[src/rtl/arb_pkg.sv]
package arb_pkg;
  localparam int CODE_W   = 3;
  localparam int MAX_LOG2 = (1 << CODE_W) - 1;
  localparam int CNT_W    = MAX_LOG2 + 1;

  // Transfers per grant: 2^(MAX_LOG2-code), or one in single mode.
  function automatic logic [CNT_W-1:0] burst_len(input logic [CODE_W-1:0] code,
                                                  input logic single);
    if (single) return CNT_W'(1);
    return CNT_W'(1) << (MAX_LOG2 - int'(code));
  endfunction
endpackage

[src/rtl/arb_prio_reg.sv]
module arb_prio_reg #(
  parameter int N = 4
) (
  input  logic         clk,
  input  logic         rst_n,
  input  logic [N-1:0] set_i,
  input  logic [N-1:0] clr_i,
  output logic [N-1:0] fixed_o
);
  logic [N-1:0] fixed_q;

  always_ff @(posedge clk or negedge rst_n) begin
    if (!rst_n) fixed_q <= '0;
    else        fixed_q <= (fixed_q | set_i) & ~clr_i;
  end

  assign fixed_o = fixed_q;

  a_r3_set_takes: assert property (@(posedge clk) disable iff (!rst_n)
    (|(set_i & ~clr_i)) |=> ((fixed_q & $past(set_i & ~clr_i)) == $past(set_i & ~clr_i)));
  a_r4_clr_takes: assert property (@(posedge clk) disable iff (!rst_n)
    (|clr_i) |=> ((fixed_q & $past(clr_i)) == '0));
endmodule

[src/rtl/arb_pick.sv]
module arb_pick #(
  parameter int N     = 4,
  parameter int IDX_W = 2
) (
  input  logic [N-1:0]     cand_i,
  input  logic [N-1:0]     fixed_i,
  input  logic [IDX_W-1:0] rr_last_i,
  output logic             win_vld_o,
  output logic [IDX_W-1:0] win_idx_o,
  output logic             win_fixed_o
);
  logic [N-1:0] fx_c, rr_c;
  logic         found;

  always_comb begin
    fx_c        = cand_i & fixed_i;
    rr_c        = cand_i & ~fixed_i;
    win_vld_o   = |cand_i;
    win_fixed_o = |fx_c;
    win_idx_o   = '0;
    found       = 1'b0;
    if (|fx_c) begin
      for (int i = N - 1; i >= 0; i--)
        if (fx_c[i]) win_idx_o = IDX_W'(i);
    end else begin
      for (int k = 1; k <= N; k++) begin
        if (!found && rr_c[(int'(rr_last_i) + k) % N]) begin
          win_idx_o = IDX_W'((int'(rr_last_i) + k) % N);
          found     = 1'b1;
        end
      end
    end
  end
endmodule

[src/rtl/arb_burst_cnt.sv]
module arb_burst_cnt
  import arb_pkg::*;
(
  input  logic             clk,
  input  logic             rst_n,
  input  logic             load_i,
  input  logic [CNT_W-1:0] len_i,
  input  logic             dec_i,
  output logic             last_o
);
  logic [CNT_W-1:0] cnt_q;

  always_ff @(posedge clk or negedge rst_n) begin
    if (!rst_n)      cnt_q <= '0;
    else if (load_i) cnt_q <= len_i;
    else if (dec_i)  cnt_q <= cnt_q - 1'b1;
  end

  assign last_o = (cnt_q == CNT_W'(1));

  a_r7_load_nonzero: assert property (@(posedge clk) disable iff (!rst_n)
    load_i |-> (len_i != '0));
  a_r7_no_underflow: assert property (@(posedge clk) disable iff (!rst_n)
    (dec_i && !load_i) |-> (cnt_q != '0));
endmodule

[src/rtl/dma_lane_arbiter.sv]
module dma_lane_arbiter
  import arb_pkg::*;
#(
  parameter int N = 4
) (
  input  logic                clk,
  input  logic                rst_n,
  input  logic [N-1:0]        ch_req,
  input  logic [N-1:0]        ch_en,
  input  logic [N-1:0]        ch_single,
  input  logic [N*CODE_W-1:0] ch_code,
  input  logic                xfer_done,
  input  logic                task_end,
  input  logic [N-1:0]        ch_halt,
  input  logic [N-1:0]        prio_set,
  input  logic [N-1:0]        prio_clr,
  output logic [N-1:0]        prio_fixed,
  output logic [N-1:0]        grant
);
  localparam int IDX_W = (N > 1) ? $clog2(N) : 1;

  logic [N-1:0]     fixed, cand;
  logic             own_vld, win_vld, win_fixed, take, release_c, last;
  logic [IDX_W-1:0] own_idx, win_idx, rr_last;
  logic [CODE_W-1:0] sel_code;

  arb_prio_reg #(.N(N)) u_prio (
    .clk(clk), .rst_n(rst_n), .set_i(prio_set), .clr_i(prio_clr), .fixed_o(fixed)
  );

  assign cand = ch_req & ch_en & ~ch_halt;

  arb_pick #(.N(N), .IDX_W(IDX_W)) u_pick (
    .cand_i(cand), .fixed_i(fixed), .rr_last_i(rr_last),
    .win_vld_o(win_vld), .win_idx_o(win_idx), .win_fixed_o(win_fixed)
  );

  assign sel_code  = ch_code[int'(win_idx)*CODE_W +: CODE_W];
  assign take      = !own_vld && win_vld;
  assign release_c = own_vld && (task_end || ch_halt[own_idx] || !ch_en[own_idx] ||
                                 (xfer_done && last));

  arb_burst_cnt u_cnt (
    .clk(clk), .rst_n(rst_n), .load_i(take),
    .len_i(burst_len(sel_code, ch_single[win_idx])),
    .dec_i(own_vld && xfer_done), .last_o(last)
  );

  always_ff @(posedge clk or negedge rst_n) begin
    if (!rst_n) begin
      own_vld <= 1'b0;
      own_idx <= '0;
      rr_last <= IDX_W'(N - 1);
    end else if (take) begin
      own_vld <= 1'b1;
      own_idx <= win_idx;
      if (!win_fixed) rr_last <= win_idx;
    end else if (release_c) begin
      own_vld <= 1'b0;
    end
  end

  for (genvar g = 0; g < N; g++) begin : g_grant
    assign grant[g] = own_vld && (own_idx == IDX_W'(g)) && ch_en[g];
  end

  assign prio_fixed = fixed;

  a_r1_onehot: assert property (@(posedge clk) disable iff (!rst_n)
    $onehot0(grant));
  a_r2_win_enabled: assert property (@(posedge clk) disable iff (!rst_n)
    win_vld |-> ch_en[win_idx]);
  a_r5_fixed_first: assert property (@(posedge clk) disable iff (!rst_n)
    (win_vld && |(cand & fixed)) |-> fixed[win_idx]);
  a_r9_halt_release: assert property (@(posedge clk) disable iff (!rst_n)
    (own_vld && ch_halt[own_idx]) |=> !own_vld);
  a_r10_gap: assert property (@(posedge clk) disable iff (!rst_n)
    (($past(grant) != '0) && (grant != '0)) |-> (grant == $past(grant)));
endmodule

[config.mk]
export PLATFORM = sky130hd
export DESIGN_NAME = dma_lane_arbiter
export DESIGN_NICKNAME = d
export VERILOG_FILES = /design/src/rtl/arb_pkg.sv /design/src/rtl/arb_prio_reg.sv /design/src/rtl/arb_pick.sv /design/src/rtl/arb_burst_cnt.sv /design/src/rtl/dma_lane_arbiter.sv
export SDC_FILE = /design/constraint.sdc
export NUM_CORES = 1
export LEC_CHECK = 0
export ABC_CLOCK_PERIOD_IN_PS = 4350
export CAP_MARGIN = 5
export CORE_MARGIN = 2
export CORE_UTILIZATION = 51
export DETAILED_ROUTE_END_ITERATION = 10
export GPL_ROUTABILITY_DRIVEN = 1
export PLACE_DENSITY = 0.92
export SLEW_MARGIN = 20
export SYNTH_ARGS = -nofsm -noshare
export SYNTH_HDL_FRONTEND = slang
export SYNTH_SLANG_ARGS = --single-unit
[constraint.sdc]
create_clock -name clk -period 4.35 [get_ports clk]
set_clock_uncertainty 0.05 [all_clocks]
set_input_delay 0.87 -clock clk [delete_from_list [all_inputs] [get_ports clk]]
set_output_delay 0.87 -clock clk [all_outputs]
set_load 0.005 [all_outputs]
# Word-level counts from Yosys, hierarchy flattened
# Cells that the tools add are included.
# totals
register_bits,17
inputBits,40
output_inout_bits,8
word_cells,111
# op_classes
n_bitwise,14
magnitude_cmp,6
mul,1
n_eq_ne,4
n_reduce_logical,33
n_addsub,6
shifts,2
muxes,40
# ops
cell,n
8-bit two-way mux,4
1-bit by 32-bit left shift with 8-bit output (first input constant),1
4-bit bitwise AND,5
1-bit two-way mux,20
2-bit two-way mux,9
3-bit by 4-bit < comparator with 1-bit output (second input constant),4
1-bit logical AND,15
1-bit binary-select mux with 2-bit select,7
4-bit inverter,3
12-bit by 5-bit indexed part select with 3-bit output,1
8-bit by 1-bit equality test with 1-bit output (second input constant),1
2-bit OR reduction,4
4-bit OR reduction,2
8-bit by 1-bit subtractor with 8-bit output (second input constant),1
2-bit by 3-bit < comparator with 1-bit output (second input constant),2
1-bit zero test,5
2-bit by 1-bit adder with 2-bit output (second input constant),2
2-bit adder (second input constant),2
1-bit bitwise AND (first input constant),4
2-bit equality test (second input constant),2
2-bit by 2-bit multiplier with 4-bit output (second input constant),1
4-bit OR,1
2-bit nonzero test,2
3-bit by 3-bit subtractor with 4-bit output (first input constant),1
5 further kinds,7

# Longest topological paths before layout
# Gate-level depths: netlist (run 1).
# depth
ltp_word,26
mapped_depth,9

# Cells and area by module
# From an unflattened synthesis (run 1), not the netlist that was laid out.
# hier_totals
hier_cells,143
hier_area_um2,1338.8
# by_module_without_submodules
module,area_each_um2,instances,cells_each,seq_area_each_um2
dma_lane_arbiter,498.0,1,52,127.6
arb_burst_cnt,474.2,1,50,200.2
arb_pick,226.5,1,33,0.0
arb_prio_reg,140.1,1,8,100.1

# Least setup slack after synthesis (run 1)
# Ideal clock, no wire load.
# synth_timing
kind,input to register
startpoint,in ch_halt[3]
endpoint,reg u_cnt.cnt_q[4]
t_arrival_ns,2.758
t_required_ns,4.220
stages,8
setup_slack_ns,1.462
setup_time_ns,0.080
path_cell_list,and4bb_4 nor3_2 or4_4 nand2_2 o221ai_2 o22a_4 or4b_1 o211ai_2
# synth_between
elab_chain_cells,26
elab_cells_between_ends,50
# synth_lines
element,line,rtl
"start, declared",dma_lane_arbiter.sv:14,"input logic [N-1:0] ch_halt,"
4-bit inverter (*),dma_lane_arbiter.sv:31,assign cand = ch_req & ch_en & ~ch_halt;
4-bit bitwise AND (*),dma_lane_arbiter.sv:31,
4-bit bitwise AND,arb_pick.sv:17,rr_c = cand_i & ~fixed_i;
1-bit binary-select mux with 2-bit select,arb_pick.sv:27,if (!found && rr_c[(int'(rr_last_i) + k) % N]) begin
1-bit two-way mux (not written as such) (2 in a row),arb_pick.sv:27,
1-bit two-way mux,arb_pick.sv:27,
1-bit two-way mux,arb_pick.sv:22,if (|fx_c) begin
1-bit zero test,arb_pick.sv:27,
[... 9 more ...],--,
2-bit two-way mux,arb_pick.sv:27,
2-bit two-way mux,arb_pick.sv:22,
2-bit by 2-bit multiplier with 4-bit output,dma_lane_arbiter.sv:38,assign sel_code = ch_code[int'(win_idx)*CODE_W +: CODE_W];
12-bit by 5-bit indexed part select with 3-bit output,dma_lane_arbiter.sv:38,
3-bit by 3-bit subtractor with 4-bit output,arb_pkg.sv:10,return CNT_W'(1) << (MAX_LOG2 - int'(code));
1-bit by 32-bit left shift with 8-bit output,arb_pkg.sv:10,
8-bit two-way mux,arb_pkg.sv:10,
8-bit two-way mux,arb_burst_cnt.sv:15,else if (load_i) cnt_q <= len_i;
"end signal, assigned",arb_burst_cnt.sv:15,
"end signal, assigned",arb_burst_cnt.sv:16,else if (dec_i) cnt_q <= cnt_q - 1'b1;
"end, declared",arb_burst_cnt.sv:11,logic [CNT_W-1:0] cnt_q;
# Mark *: on every way between the ends. The rest lies on a longest branch, timed or not. The select of a mux whose other input is x is not followed.
# A chain may end at the register's enable or synchronous reset.

# Worst setup path after layout (run 1)
# layout_timing
startpoint,in ch_req[3]
endpoint,reg u_cnt.cnt_q[4]
# layout_between
elab_chain_cells,26
elab_cells_between_ends,50
# layout_lines
element,line,rtl
"start, declared",dma_lane_arbiter.sv:8,"input logic [N-1:0] ch_req,"
4-bit bitwise AND (*) (2 in a row),dma_lane_arbiter.sv:31,
4-bit bitwise AND,arb_pick.sv:17,
1-bit binary-select mux with 2-bit select,arb_pick.sv:27,
1-bit two-way mux (not written as such) (2 in a row),arb_pick.sv:27,
1-bit two-way mux,arb_pick.sv:27,
1-bit two-way mux,arb_pick.sv:22,
1-bit zero test,arb_pick.sv:27,
1-bit logical AND,arb_pick.sv:27,
[... 8 more ...],--,
2-bit two-way mux,arb_pick.sv:27,
2-bit two-way mux,arb_pick.sv:22,
2-bit by 2-bit multiplier with 4-bit output,dma_lane_arbiter.sv:38,
12-bit by 5-bit indexed part select with 3-bit output,dma_lane_arbiter.sv:38,
3-bit by 3-bit subtractor with 4-bit output,arb_pkg.sv:10,
1-bit by 32-bit left shift with 8-bit output,arb_pkg.sv:10,
8-bit two-way mux,arb_pkg.sv:10,
8-bit two-way mux,arb_burst_cnt.sv:15,
# Marks and branches as above.

==> reports/metrics.yaml, run 1 <==
finish:
  flow.area_growth_from_synthesis_pct: 32.7
  n_antenna_cell: 0
  most-common-layout-cells: "sky130_fd_sc_hd__clkdlybuf4s50_1 (47), sky130_fd_sc_hd__nand2_1 (22), sky130_fd_sc_hd__nor2_1 (15), sky130_fd_sc_hd__dfrtp_1 (15), sky130_fd_sc_hd__inv_1 (10)"
  drive_above_1_share: 0.105
  nNetsFinal: 271
  final_util: 0.700
  final_common_cell: "sky130_fd_sc_hd__clkdlybuf4s50_1"
global_route:
  antenna_found_initial: 0
  globalRouteTotalUtil: 0.239
  grt_max_degree: 18
  wire_length_of_the_first_global_routing_pass_mm: 6.53
  grt_overflow: 0
  number_of_global_route_vias_before_repair: 1607
routing:
  met2_length_mm: 1.91
  m1WireLength_mm: 1.74
  wirelength_mm: 3.95
  tritonroute_pass_1_iters: 4
  drc: 0
  routed_via_count: 1594
  via_per_instance_ratio: 6.11
  average_detailed_routed_wire_length_per_instance_um: 15.1
  route.antenna.remaining_nets: 0
  top_layer: "met4"
  starting_drc_count_in_detailed_routing: 42
  wl_met3_um: 210
placement:
  gp_routability_congestion: 0.970
  detailedPlacementHpwl_mm: 3.16
  detailedPlace.worstSlack_ns: 0.703
  buffer_ports.inserted: 47
logic_synthesis:
  dominantRegCellSynth: "sky130_fd_sc_hd__dfrtp_1"
  ys_async_sr_fraction: 1.00
  postSynthAreaPerCell_um2: 8.58
  synth-edff-count: 0
  synth_register_bits: 17
  syn_inst: 183
  yosys_warnings: 0
  post_synth_num_cell_types: 60
  mappedNetlistArea_mm2: 0.00157
  postSynthNetCount: 225
  synth_sequential_area_ratio: 0.273
power_and_ir_drop:
  combPwrFrac: 0.467
  netSwitchingPower_uw: 270
  static-leakage-power_nw: 0.822
  power_frac_clock: 0.125
  max-vdd-ir-drop_v: 0.000250
  power_report.internal_total_uw: 410
  design_power_total_uw: 680
  sequentialPowerShare: 0.408
  power.density_mw_per_mm2: 326
  swShare: 0.397
clock_tree:
  clk_path_buf_depth: 2
  holdBufCountCts: 0
  clk_pin_slew_ns: 0.10
  clkLatencyLatePin_ns: 0.29
  clockRootBuffer: "sky130_fd_sc_hd__clkbuf_4"
  postCtsSetupRepairBufs: 0
  count_of_instances_resized_after_the_clock_tree_is_built: 0
  clock_tree_sinks: 17
  htree_levels: 1
  numCtsBuffers: 3
  tritoncts_clock_tree: "built"
critical_path:
  timing.critical_path.from_type: "primary input"
  worst-setup-path-type: "in -> reg"
  cp.arrival_ns: 3.54
  timing.critical_path.required_ns: 4.52
  crit_path_max_fanout: 12
  critical_path.endpoint_type: "flip-flop"
timing:
  setup_ws_ns: 0.978
  post-route-min-period_ns: 3.37
  min_period_over_period: 0.775
  finalSetupViolations: 0
  timing_hold_violations_final: 0
  drv_slew: 0
  tns_ns: 0
  worst-slew-pin-transition_ns: 0.854
  relSlewSlack: 0.423
  maxClockFrequency_ghz: 0.297
  grt_setup_unrepaired: "no"
outcome:
  status: "complete, no violations"
die:
  boundaryPins: 48
  floorplan.die_area_mm2: 0.00354
  die_h_um: 59.5
  die_x_um: 59.5
  coreArea_mm2: 0.00298
  initial_core_util: 0.527
  rows: 20
worst_hold_path:
  min-delay-path-class: "reg -> reg"
flow_run:
  max-cap-violations: 0
==> worst max-delay path, cell delays in order <==
cell and delay, ns:
sky130_fd_sc_hd__clkdlybuf4s50_1 0.54, sky130_fd_sc_hd__and4bb_4 0.30, sky130_fd_sc_hd__nor3_2 0.07, sky130_fd_sc_hd__or4_4 0.55, sky130_fd_sc_hd__nand2_2 0.21, sky130_fd_sc_hd__o221ai_2 0.15, sky130_fd_sc_hd__o22a_4 0.24, sky130_fd_sc_hd__or4b_1 0.52
sky130_fd_sc_hd__o211ai_2 0.08
==> through the flow <==
step	std cells	hold slack, ns	instance area [µm²]
finish	261	0.509	2080
global route	261	0.549	2080
CTS	261	0.514	2080
detailed placement	257	0.495	2060
global placement	257	0.488	2060
floorplan	183	0.471	1570
==> path summary, 6_finish.rpt <==
check,slack (ns),startpoint,endpoint,depth (start not counted)
hold reg to reg,0.51,u_prio.fixed_o[1],u_prio.fixed_o[1],2
hold / removal,0.51,u_prio.fixed_o[1],u_prio.fixed_o[1],2
min in group asynchronous,0.96,rst_n,u_cnt.cnt_q[3],1
setup reg to reg,1.55,u_prio.fixed_o[3],u_cnt.cnt_q[4],8
setup / recovery,0.98,ch_req[3],u_cnt.cnt_q[4],9
max in group asynchronous,2.82,rst_n,u_prio.fixed_o[3],1
==> state kept, by name, summed over array words and instances, names as in the netlist <==
name,cells
u_cnt.cnt_q,8
own_vld,1
own_idx,2
u_prio.fixed_o,4
rr_last,2
==> layer usage <==
layer	up-vias	track usage
li1	798	-
met1	729	0.301
met2	55	0.391
met3	12	0.0459
met4	0	0.117
met5	-	0
==> synth_stat cells (all sizes together) (3+ instances only) <==
| cell | number | area share |
|---|---|---|
| nand3b | 3 | 0.014 |
| a211oi | 6 | 0.035 |
| o21ai | 9 | 0.033 |
| clkbuf | 4 | 0.0096 |
| xor2 | 4 | 0.022 |
| and2 | 3 | 0.012 |
| inv | 10 | 0.024 |
| nand2 | 23 | 0.057 |
| a21oi | 7 | 0.022 |
| nor2 | 15 | 0.036 |
| nor2b | 3 | 0.012 |
| mux2i | 4 | 0.025 |
| a31oi | 3 | 0.012 |
| and4bb | 3 | 0.026 |
| nor3 | 10 | 0.035 |
| a2111o | 3 | 0.022 |
| nand4bb | 3 | 0.032 |
| a31o | 3 | 0.017 |
| nand3 | 5 | 0.019 |
| o211ai | 3 | 0.018 |
| nand4b | 4 | 0.022 |
| nor3b | 6 | 0.029 |
| dfrtp | 15 | 0.24 |
==> logic make-up after synthesis <==
group,after synthesis,share of synthesized area
compound gates,45,0.230
xor+xnor,6,0.0335
fa+ha+maj,2,0.0159
buf+inv,16,0.0398
flops,17,0.273
mux,5,0.0327
simple gates,92,0.375
==> final cells by class <==
type / count / area, µm²
Multi-Input combinational cell: 150 / 1080
Fill cell: 256 / 895
Timing Repair Buffer: 47 / 470
Sequential cell: 17 / 428
Tap cell: 33 / 41.3
Inverter: 10 / 37.5
Clock buffer: 4 / 26.3
==> power groups by stage <==
stage,clock network (mW),registers (mW),logic [mW]
after floorplan,0,0.255,0.230
after global placement,0,0.277,0.304
after detailed placement,0,0.278,0.318
after CTS,0.0877,0.275,0.320
after global routing,0.0937,0.286,0.356
final,0.0849,0.278,0.318
No activity file was read; power rests on OpenSTA's default activity.
==> inputs of run 2 (changes only) <==
Settings changed: ABC_CLOCK_PERIOD_IN_PS 4350 to 2900, CORE_UTILIZATION 51 to 43, PLACE_DENSITY 0.92 to 0.83.
Clock period 4.35 ns to 2.9 ns, I/O delays scaled along.
==> run 2 against run 1 <==
Against the previous run: clock-buffer cell count fell by 1; critical path depth up 1; wire length is 19% higher; non-clock buffer count rose by 31; clock power rose by 73%; final area grew 16%; core utilization is 1.1 points higher.
==> reports/metrics.yaml, run 2 (synthesis results as in run 1) <==
global_route:
  globalRouteTotalUtil: 0.238
  antenna_found_initial: 0
  grt_max_degree: 18
  number_of_global_route_vias_before_repair: 1688
  wire_length_of_the_first_global_routing_pass_mm: 7.79
  grt_overflow: 0
critical_path:
  timing.critical_path.required_ns: 3.07
  crit_chain: "clkdlybuf4s50_1 > and4bb_4 > nor3_2 > or4_4 > nand2_4 > buf_12 > nor3b_1 > a311oi_1 > a211oi_1 > a31o_2"
  critical_path.endpoint_type: "flip-flop"
  worstPathBufferInverterCount: 2
  crit_path_max_fanout: 10
  cp.arrival_ns: 3.02
  timing.critical_path.slowest_stage_cell: "sky130_fd_sc_hd__or4_4"
  worst_path_largest_cell_delay_ns: 0.57
  worst_path_dominant_cell_family: "simple AND/OR/NAND/NOR gates"
  timing.critical_path.from_type: "primary input"
  worst-setup-path-type: "in -> reg"
timing:
  post-route-min-period_ns: 2.85
  min_period_over_period: 0.982
  maxClockFrequency_ghz: 0.351
  grt_setup_unrepaired: "yes"
  drv_slew: 0
  finalSetupViolations: 0
  relSlewSlack: 0.468
  worst-slew-pin-transition_ns: 0.795
  timing_hold_violations_final: 0
  tns_ns: 0
placement:
  buffer_ports.inserted: 47
  detailedPlacementHpwl_mm: 3.83
  gp_routability_congestion: 0.917
  place_inst: 301
finish:
  fill_cells: 263
  most-common-layout-cells: "sky130_fd_sc_hd__clkdlybuf4s50_1 (42), sky130_fd_sc_hd__buf_4 (28), sky130_fd_sc_hd__nand2_1 (22)"
  drive_above_1_share: 0.239
  largest_reg_by_ff_count: "u_cnt.cnt_q"
  flow.area_growth_from_synthesis_pct: 54.5
  final_common_cell: "sky130_fd_sc_hd__clkdlybuf4s50_1"
  stdcell_count: 305
  largest_register_ffs: 8
  n_antenna_cell: 0
  nNetsFinal: 302
clock_tree:
  clock_tree_sinks: 17
  clk_pin_slew_ns: 0.11
  clkLatencyLatePin_ns: 0.32
  count_of_instances_resized_after_the_clock_tree_is_built: 0
  tritoncts_clock_tree: "built"
  numCtsBuffers: 3
  postCtsSetupRepairBufs: 0
  clk_path_buf_depth: 2
  clockRootBuffer: "sky130_fd_sc_hd__clkbuf_4"
  htree_levels: 1
  holdBufCountCts: 0
die:
  coreArea_mm2: 0.00342
  die_h_um: 64.4
  rows: 21
  floorplan.die_area_mm2: 0.00415
  boundaryPins: 48
  initial_core_util: 0.460
  die_x_um: 64.4
routing:
  drc: 0
  via_per_instance_ratio: 5.80
  average_detailed_routed_wire_length_per_instance_um: 15.5
  routed_via_count: 1768
  tritonroute_pass_1_iters: 4
  wirelength_mm: 4.72
  route.antenna.remaining_nets: 0
  starting_drc_count_in_detailed_routing: 137
power_and_ir_drop:
  max-vdd-ir-drop_v: 0.000331
  static-leakage-power_nw: 1.03
  power.density_mw_per_mm2: 473
outcome:
  status: "complete, no violations"
flow_run:
  max-cap-violations: 0
worst_hold_path:
  min-delay-path-class: "reg -> reg"
## run 2: changes by cell type in the layout (fill, tap and decap cells not counted), sizes merged
cell,previous run,this run
dlymetal6s2s,0,5
clkdlybuf4s50,47,42
clkinvlp,0,1
buf,0,31
clkbuf,4,3
## run 2: path summary, 6_finish.rpt
kind	start	cells past startpoint	endpoint	slack, ns
setup / recovery	ch_halt[3]	10	u_cnt.cnt_q[2]	0.05
hold / removal	u_prio.fixed_o[1]	2	u_prio.fixed_o[1]	0.52
setup reg to reg	u_prio.fixed_o[1]	9	u_cnt.cnt_q[4]	0.27
hold reg to reg	u_prio.fixed_o[1]	2	u_prio.fixed_o[1]	0.52
max in group asynchronous	rst_n	1	u_cnt.cnt_q[6]	1.65
min in group asynchronous	rst_n	1	u_prio.fixed_o[2]	0.66
## run 2: through the flow
| step | hold slack [ns] | instance area (µm²) | power (mW) | setup WS (ns) | util |
|---|---|---|---|---|---|
| after floorplan | 0.234 | 1570 | 0.727 | 0.302 | - |
| after global placement | 0.494 | 2320 | 0.954 | -0.294 | 0.679 |
| after detailed placement | 0.502 | 2320 | 0.970 | -0.312 | 0.679 |
| after CTS | 0.528 | 2350 | 1.12 | 0.0192 | 0.688 |
| after global routing | 0.552 | 2430 | 1.23 | -0.0332 | 0.710 |
| final | 0.520 | 2430 | 1.15 | 0.0520 | 0.710 |
## run 2: metal layers
metal,up-vias,GRT usage,part of all wire,routed length [µm]
li1,857,-,-,-
met1,832,0.330,0.44,2080
met2,70,0.395,0.48,2280
met3,9,0.0382,0.063,299
met4,0,0.0505,0.013,59
met5,-,0,0,0
## run 2: worst register-to-register path, stage by stage, from the launching register on
cell	delay (ns)
sky130_fd_sc_hd__dfrtp_1	0.42
sky130_fd_sc_hd__nand4bb_4	0.34
sky130_fd_sc_hd__a211oi_4	0.36
sky130_fd_sc_hd__nor4_4	0.08
sky130_fd_sc_hd__o21ai_2	0.25
sky130_fd_sc_hd__buf_6	0.17
sky130_fd_sc_hd__mux2i_1	0.18
sky130_fd_sc_hd__mux2_4	0.18
sky130_fd_sc_hd__or4b_4	0.46
sky130_fd_sc_hd__o211ai_2	0.08
## run 2: cell type report
cell class / count / area, µm² / area share
clock inverter: 1 / 7.51 / 0.00309
sequential: 17 / 428 / 0.176
clock buffer: 3 / 22.5 / 0.00928
multi-input combinational: 150 / 1140 / 0.469
inverter: 10 / 37.5 / 0.0155
tap: 46 / 57.6 / 0.0237
timing repair buffer: 78 / 736 / 0.303
## run 2: power by group
| part | switching, mW | internal [mW] |
|---|---|---|
| Clock | 0.0943 | 0.0528 |
| Sequential | 0.0983 | 0.320 |
| Combinational | 0.269 | 0.312 |
